[src/rtl/tmb_pkg.sv]
package tmb_pkg;

    typedef enum logic [1:0] {
        ADDR_CTRL = 2'd0,
        ADDR_DIV  = 2'd1,
        ADDR_TOP  = 2'd2,
        ADDR_REP  = 2'd3
    } tmb_addr_e;

    // Control word, bit 3 down to bit 0
    typedef struct packed {
        logic force_upd;
        logic upd_mask;
        logic top_buf;
        logic run;
    } tmb_ctrl_t;

    localparam int CTRL_W = $bits(tmb_ctrl_t);

    function automatic tmb_ctrl_t decode_ctrl(input logic [CTRL_W-1:0] v);
        return tmb_ctrl_t'(v);
    endfunction

endpackage

[src/rtl/tmb_regs.sv]
module tmb_regs
    import tmb_pkg::*;
#(
    parameter int DATA_W = 16,
    parameter int REP_W  = 8
) (
    input  logic              clk,
    input  logic              rst,
    input  logic              wr_en,
    input  logic [1:0]        wr_addr,
    input  logic [DATA_W-1:0] wr_data,
    output tmb_ctrl_t         ctrl_o,
    output logic [DATA_W-1:0] div_o,
    output logic [DATA_W-1:0] top_o,
    output logic [REP_W-1:0]  rep_o
);

    tmb_ctrl_t ctrl_q;
    logic [DATA_W-1:0] div_q;
    logic [DATA_W-1:0] top_q;
    logic [REP_W-1:0]  rep_q;
    logic ctrl_wr;

    assign ctrl_wr = wr_en && (tmb_addr_e'(wr_addr) == ADDR_CTRL);

    always_ff @(posedge clk) begin
        if (rst) begin
            ctrl_q <= '0;
            div_q  <= '0;
            top_q  <= '1;
            rep_q  <= '0;
        end else begin
            ctrl_q.force_upd <= 1'b0;
            if (wr_en) begin
                case (tmb_addr_e'(wr_addr))
                    ADDR_CTRL: ctrl_q <= decode_ctrl(wr_data[CTRL_W-1:0]);
                    ADDR_DIV:  div_q  <= wr_data;
                    ADDR_TOP:  top_q  <= wr_data;
                    ADDR_REP:  rep_q  <= wr_data[REP_W-1:0];
                    default:   ;
                endcase
            end
        end
    end

    assign ctrl_o = ctrl_q;
    assign div_o  = div_q;
    assign top_o  = top_q;
    assign rep_o  = rep_q;


    ug_self_clear_chk: assert property (@(posedge clk) disable iff (rst)
        ctrl_q.force_upd && !(ctrl_wr && wr_data[CTRL_W-1]) |=> !ctrl_q.force_upd);

endmodule

[src/rtl/tmb_prescaler.sv]
module tmb_prescaler #(
    parameter int DIV_W = 16
) (
    input  logic             clk,
    input  logic             rst,
    input  logic             run_i,
    input  logic             clear_i,
    input  logic             uev_i,
    input  logic [DIV_W-1:0] div_i,
    output logic             tick_o
);

    logic [DIV_W-1:0] div_sh;
    logic [DIV_W-1:0] phase_q;
    logic             tick;

    assign tick = run_i && (phase_q >= div_sh);

    always_ff @(posedge clk) begin
        if (rst) begin
            phase_q <= '0;
            div_sh  <= '0;
        end else begin
            if (clear_i) begin
                phase_q <= '0;
            end else if (run_i) begin
                phase_q <= tick ? '0 : phase_q + 1'b1;
            end
            if (uev_i) begin
                div_sh <= div_i;
            end
        end
    end

    assign tick_o = tick;


    psc_shadow_hold_chk: assert property (@(posedge clk) disable iff (rst)
        !uev_i |=> $stable(div_sh));

endmodule

[src/rtl/tmb_counter.sv]
module tmb_counter #(
    parameter int CNT_W = 16
) (
    input  logic             clk,
    input  logic             rst,
    input  logic             tick_i,
    input  logic             clear_i,
    input  logic             uev_i,
    input  logic             buf_en_i,
    input  logic [CNT_W-1:0] top_i,
    output logic [CNT_W-1:0] cnt_o,
    output logic             wrap_o,
    output logic             ovf_o
);

    logic [CNT_W-1:0] cnt_q;
    logic [CNT_W-1:0] top_sh;
    logic [CNT_W-1:0] top_act;
    logic             wrap;
    logic             ovf_q;

    assign top_act = buf_en_i ? top_sh : top_i;
    assign wrap    = tick_i && !clear_i && (cnt_q >= top_act);

    always_ff @(posedge clk) begin
        if (rst) begin
            cnt_q  <= '0;
            top_sh <= '1;
            ovf_q  <= 1'b0;
        end else begin
            ovf_q <= wrap;
            if (clear_i) begin
                cnt_q <= '0;
            end else if (tick_i) begin
                cnt_q <= wrap ? '0 : cnt_q + 1'b1;
            end
            if (uev_i) begin
                top_sh <= top_i;
            end
        end
    end

    assign cnt_o  = cnt_q;
    assign wrap_o = wrap;
    assign ovf_o  = ovf_q;


    ovf_wraps_zero_chk: assert property (@(posedge clk) disable iff (rst)
        ovf_q |-> cnt_q == '0);


    top_shadow_hold_chk: assert property (@(posedge clk) disable iff (rst)
        !uev_i |=> $stable(top_sh));

endmodule

[src/rtl/tmb_repeat.sv]
module tmb_repeat #(
    parameter int REP_W = 8
) (
    input  logic             clk,
    input  logic             rst,
    input  logic             wrap_i,
    input  logic             force_i,
    input  logic             mask_i,
    input  logic [REP_W-1:0] rep_i,
    output logic             uev_o,
    output logic             upd_o
);

    logic [REP_W-1:0] left_q;
    logic             last;
    logic             uev;
    logic             upd_q;

    assign last = (left_q == '0);
    assign uev  = !mask_i && (force_i || (wrap_i && last));

    always_ff @(posedge clk) begin
        if (rst) begin
            left_q <= '0;
            upd_q  <= 1'b0;
        end else begin
            upd_q <= uev;
            if (uev) begin
                left_q <= rep_i;
            end else if (wrap_i && !last) begin
                left_q <= left_q - 1'b1;
            end
        end
    end

    assign uev_o = uev;
    assign upd_o = upd_q;


    masked_update_chk: assert property (@(posedge clk) disable iff (rst)
        mask_i |=> !upd_q);


    rep_gap_chk: assert property (@(posedge clk) disable iff (rst)
        wrap_i && (left_q != '0) |=> !upd_q);

endmodule

[src/rtl/tmb_timebase.sv]
module tmb_timebase
    import tmb_pkg::*;
#(
    parameter int CNT_W = 16,
    parameter int REP_W = 8
) (
    input  logic             clk,
    input  logic             rst,
    input  logic             wr_en,
    input  logic [1:0]       wr_addr,
    input  logic [CNT_W-1:0] wr_data,
    output logic [CNT_W-1:0] cnt_o,
    output logic             ovf_o,
    output logic             upd_o
);

    tmb_ctrl_t        ctrl;
    logic [CNT_W-1:0] div_val;
    logic [CNT_W-1:0] top_val;
    logic [REP_W-1:0] rep_val;
    logic             tick;
    logic             wrap;
    logic             uev;

    tmb_regs #(.DATA_W(CNT_W), .REP_W(REP_W)) u_regs (
        .clk     (clk),
        .rst     (rst),
        .wr_en   (wr_en),
        .wr_addr (wr_addr),
        .wr_data (wr_data),
        .ctrl_o  (ctrl),
        .div_o   (div_val),
        .top_o   (top_val),
        .rep_o   (rep_val)
    );

    tmb_prescaler #(.DIV_W(CNT_W)) u_presc (
        .clk     (clk),
        .rst     (rst),
        .run_i   (ctrl.run),
        .clear_i (ctrl.force_upd),
        .uev_i   (uev),
        .div_i   (div_val),
        .tick_o  (tick)
    );

    tmb_counter #(.CNT_W(CNT_W)) u_cnt (
        .clk      (clk),
        .rst      (rst),
        .tick_i   (tick),
        .clear_i  (ctrl.force_upd),
        .uev_i    (uev),
        .buf_en_i (ctrl.top_buf),
        .top_i    (top_val),
        .cnt_o    (cnt_o),
        .wrap_o   (wrap),
        .ovf_o    (ovf_o)
    );

    tmb_repeat #(.REP_W(REP_W)) u_rep (
        .clk     (clk),
        .rst     (rst),
        .wrap_i  (wrap),
        .force_i (ctrl.force_upd),
        .mask_i  (ctrl.upd_mask),
        .rep_i   (rep_val),
        .uev_o   (uev),
        .upd_o   (upd_o)
    );


    idle_hold_chk: assert property (@(posedge clk) disable iff (rst)
        !ctrl.run && !ctrl.force_upd |=> $stable(cnt_o));

endmodule

[config.mk]
export PLATFORM = sky130hd
export DESIGN_NAME = tmb_timebase
export DESIGN_NICKNAME = d
export VERILOG_FILES = /design/src/rtl/tmb_pkg.sv /design/src/rtl/tmb_regs.sv /design/src/rtl/tmb_prescaler.sv /design/src/rtl/tmb_counter.sv /design/src/rtl/tmb_repeat.sv /design/src/rtl/tmb_timebase.sv
export SDC_FILE = /design/constraint.sdc
export NUM_CORES = 1
export LEC_CHECK = 0
export BUFFER_PORTS_ARGS = -buffer_cell sky130_fd_sc_hd__buf_2
export CORE_MARGIN = 2
export CORE_UTILIZATION = 35
export DETAILED_ROUTE_END_ITERATION = 10
export MAX_ROUTING_LAYER = met4
export SYNTH_ARGS = -nofsm -noshare
export SYNTH_HDL_FRONTEND = slang
export SYNTH_SLANG_ARGS = --single-unit
[constraint.sdc]
create_clock -name clk -period 8.7 [get_ports clk]
set_input_delay 1.74 -clock clk [delete_from_list [all_inputs] [get_ports clk]]
set_output_delay 1.74 -clock clk [all_outputs]
set_load 0.02 [all_outputs]
==> impl_results.md <==
- Status: finished clean
- Clk_lat worst skew: 420 ps
- First-pass GRT wire length: 23400 um
- Number of synthesized flops with an enable pin: 0
- Util after Layout: 0.416
- Final clock skew: 10.4 ps
- Slew HR: 0.303
- Hold slack: 458 ps
- Vias per std cell: 5.25
- Area contributors post-synth: dfxtp_1 41%, ha_1 7.6%, nand2_1 5.8%
- Overflow after GRT: 0
- HP Class: flip-flop to flip-flop
- DRC: 0
- PwrDens: 195 mW/mm^2
- I/O Buffers: 38
- Sequential fraction of the synthesis area: 0.412
- CTS root buf: clkbuf_16
- Most used DFF post-synth: dfxtp_1
- Cts bufs inserted: 17
- Final Cycle Share: 0.421
- Initial antenna violation count: 0
- H-tree depth: 4
- Crit path max-delay family: compound AO/OA/AOI/OAI gates
- Antenna-violating nets left: 0
- Die ar.: 0.0174 mm^2
- Antenna Cells: 0
- Core ar.: 0.0159 mm^2
- Starting Density: 0.360
- Longest Clk Path Bufs: 2
- Setup violations, final: 0
- Ordered list of cells on the worst path: mux2_2, ha_1, or3b_1, o2111ai_1, a31o_2, a21oi_2, o211ai_2, buf_4, nand2_4, a211o_1
- TritonCTS Sinks: 118
- Number of global-route vias before repair: 4536
- Synth top area share: 0.412
- Leak pwr: 0.00266 uW
- 1st-iter DRT viols: 450
- # Post-CTS Setup Buffers: 0
- Worst Tran Pin Value: 1040 ps
- Final HPWL DP: 10300 um
- Setup crit end kind: flip-flop
- Max incr delay on CP: 930 ps
- CTS tree: done
- GPL Wtd Cong: 0.833
- Async SR Flop Fraction: 0
- Area growth syn-to-layout: 15.7%
- Most frequent cells after synthesis: 118 x dfxtp_1, 89 x nand2_1, 49 x nor2_1, 44 x a21oi_1, 35 x ha_1
- Total power draw: 1300 uW
- Critical Path Start Type: flip-flop
- Most frequent cell after synthesis: dfxtp_1
- Max Fclk: 273 MHz
- Post-CTS sizing: 0
- # nets final: 738
- Drt total wl: 14200 um
- Max VDD drop: 0.139 mV
- YS warnings: 0
- Fin. max-slew vios: 0
- WP buf/inv: 1
- Initial DRT Pass Iterations: 5
- Hold_buf cts: 0
- Row cnt: 46
- Synth cell types: 58
- Crit path DAT: 3960 ps
- WP data required: 9000 ps
- Setup Total Neg Slack: 0 ps
- Synth Area per Inst: 8.74 um^2
- Largest net degree at the start of global routing: 94
- Worst path slowest cell: dfxtp_1
- Post-synth top area cell: dfxtp_1
- Vias: 4776
- Total track usage: 0.172
- Final hold violations: 0
- Unrepaired setup endpoints after global routing: false
- Die W: 132 um
- Maxcap violations: 0
- Minimum clock period: 3670 ps
- Number of synthesized register bits: 118
- Post-Syn Nets: 712
- Worst Path Max Fanout: 38
- Cell Area, Synth: 0.00573 mm^2
- Syn Inst Count: 656
- Routed wire per std cell: 15.7 um
- # IOs: 39
- Die span in y: 132 um
- Share of cells above drive strength 1: 0.127
- CP Class: flip-flop to flip-flop
- Clock Pin Slew Worst Setup and Hold Paths: 50 ps
[kinds of logic after synthesis]
logic type | count (synthesis) | synth area share
buf+inv | 59 | 0.0443
xor+xnor | 30 | 0.0458
compound gates | 128 | 0.149
simple gates | 258 | 0.224
flops | 118 | 0.412
mux | 28 | 0.0491
fa+ha+maj | 35 | 0.0764
[worst reg2reg max path: stages (launching register included)]
cell and delay (ps):
dfxtp_1 930, mux2_2 430, ha_1 270, or3b_1 370, o2111ai_1 110, a31o_2 180
a21oi_2 120, o211ai_2 190, buf_4 400, nand2_4 220, a211o_1 340
[routing by layer]
layer  up-vias  wire, um  global-route usage
met5         -         0                   -
met4         0       255              0.0779
met3        14       577              0.0411
met2        98      6540               0.250
met1      2290      6870               0.225
li1       2374         -                   -
[sequential cells by signal (all words and copies together) (netlist names)]
register,count
u_cnt.ovf_o,1
u_cnt.top_sh,16
u_presc.div_sh,16
u_regs.div_o,16
u_presc.phase_q,16
u_regs.ctrl_o,4
u_cnt.cnt_o,16
u_rep.upd_o,1
u_rep.left_q,8
u_regs.rep_o,8
u_regs.top_o,16
[layout by cell type, fill, tap and decap left out, drive strengths merged, types with 2 or more instances in the layout]
cell type and n:
xor2 21, a211oi 4, ha 35, o211ai 7, or2 4, nor2b 3, mux2i 27, o211a 3
nand2b 4, nor4 3, a311oi 2, and3 25, nand3 28, bufinv 2, o21ai 28, clkbuf 20
nand3b 17, nand4 11, xnor2 9, clkinvlp 2, o2111ai 3, a21oi 46, dfxtp 118, nor3b 2
or3 3, buf 42, and4 4, a211o 19, a21o 3, o21a 3, clkinv 6, inv 24
nor2 49, a31oi 3, nand2 90, and3b 2, nor3 11
[report_power, final]
group / switching (uW) / internal [uW]
sequential: 9.61 / 552
combinational: 36.8 / 22.2
clock: 239 / 437
total: 286 / 1010
[area by class of cell]
type	instances	area, um^2
Multi-Input combinational cell	479	3120
Clock inverter	10	105
Fill cell	1591	9310
Clock buffer	20	467
Sequential cell	118	2360
Inverter	24	90.1
Timing Repair Buffer	42	220
Tap cell	216	270
[path summary, 6_finish.rpt]
| check | from | end | slack, ps | cells after the start |
|---|---|---|---|---|
| worst min register to register | u_regs.div_o[7] | u_regs.div_o[7] | 460 | 2 |
| worst max register to register | u_regs.ctrl_o[1] | u_cnt.top_sh[5] | 5030 | 10 |
| worst max-delay path | u_regs.ctrl_o[1] | u_cnt.top_sh[5] | 5030 | 10 |
| worst min-delay path | u_regs.div_o[7] | u_regs.div_o[7] | 460 | 2 |
[metrics by stage]
step                      setup WS [ps]  instances  instance area [um^2]
after floorplan                    5540        656                  5730
after global placement             5150        879                  6060
after detailed placement           5100        879                  6060
after CTS                          5070        909                  6630
after global routing               4830        909                  6630
final                              5030        909                  6630
No activity file was read; power rests on OpenSTA's default activity.
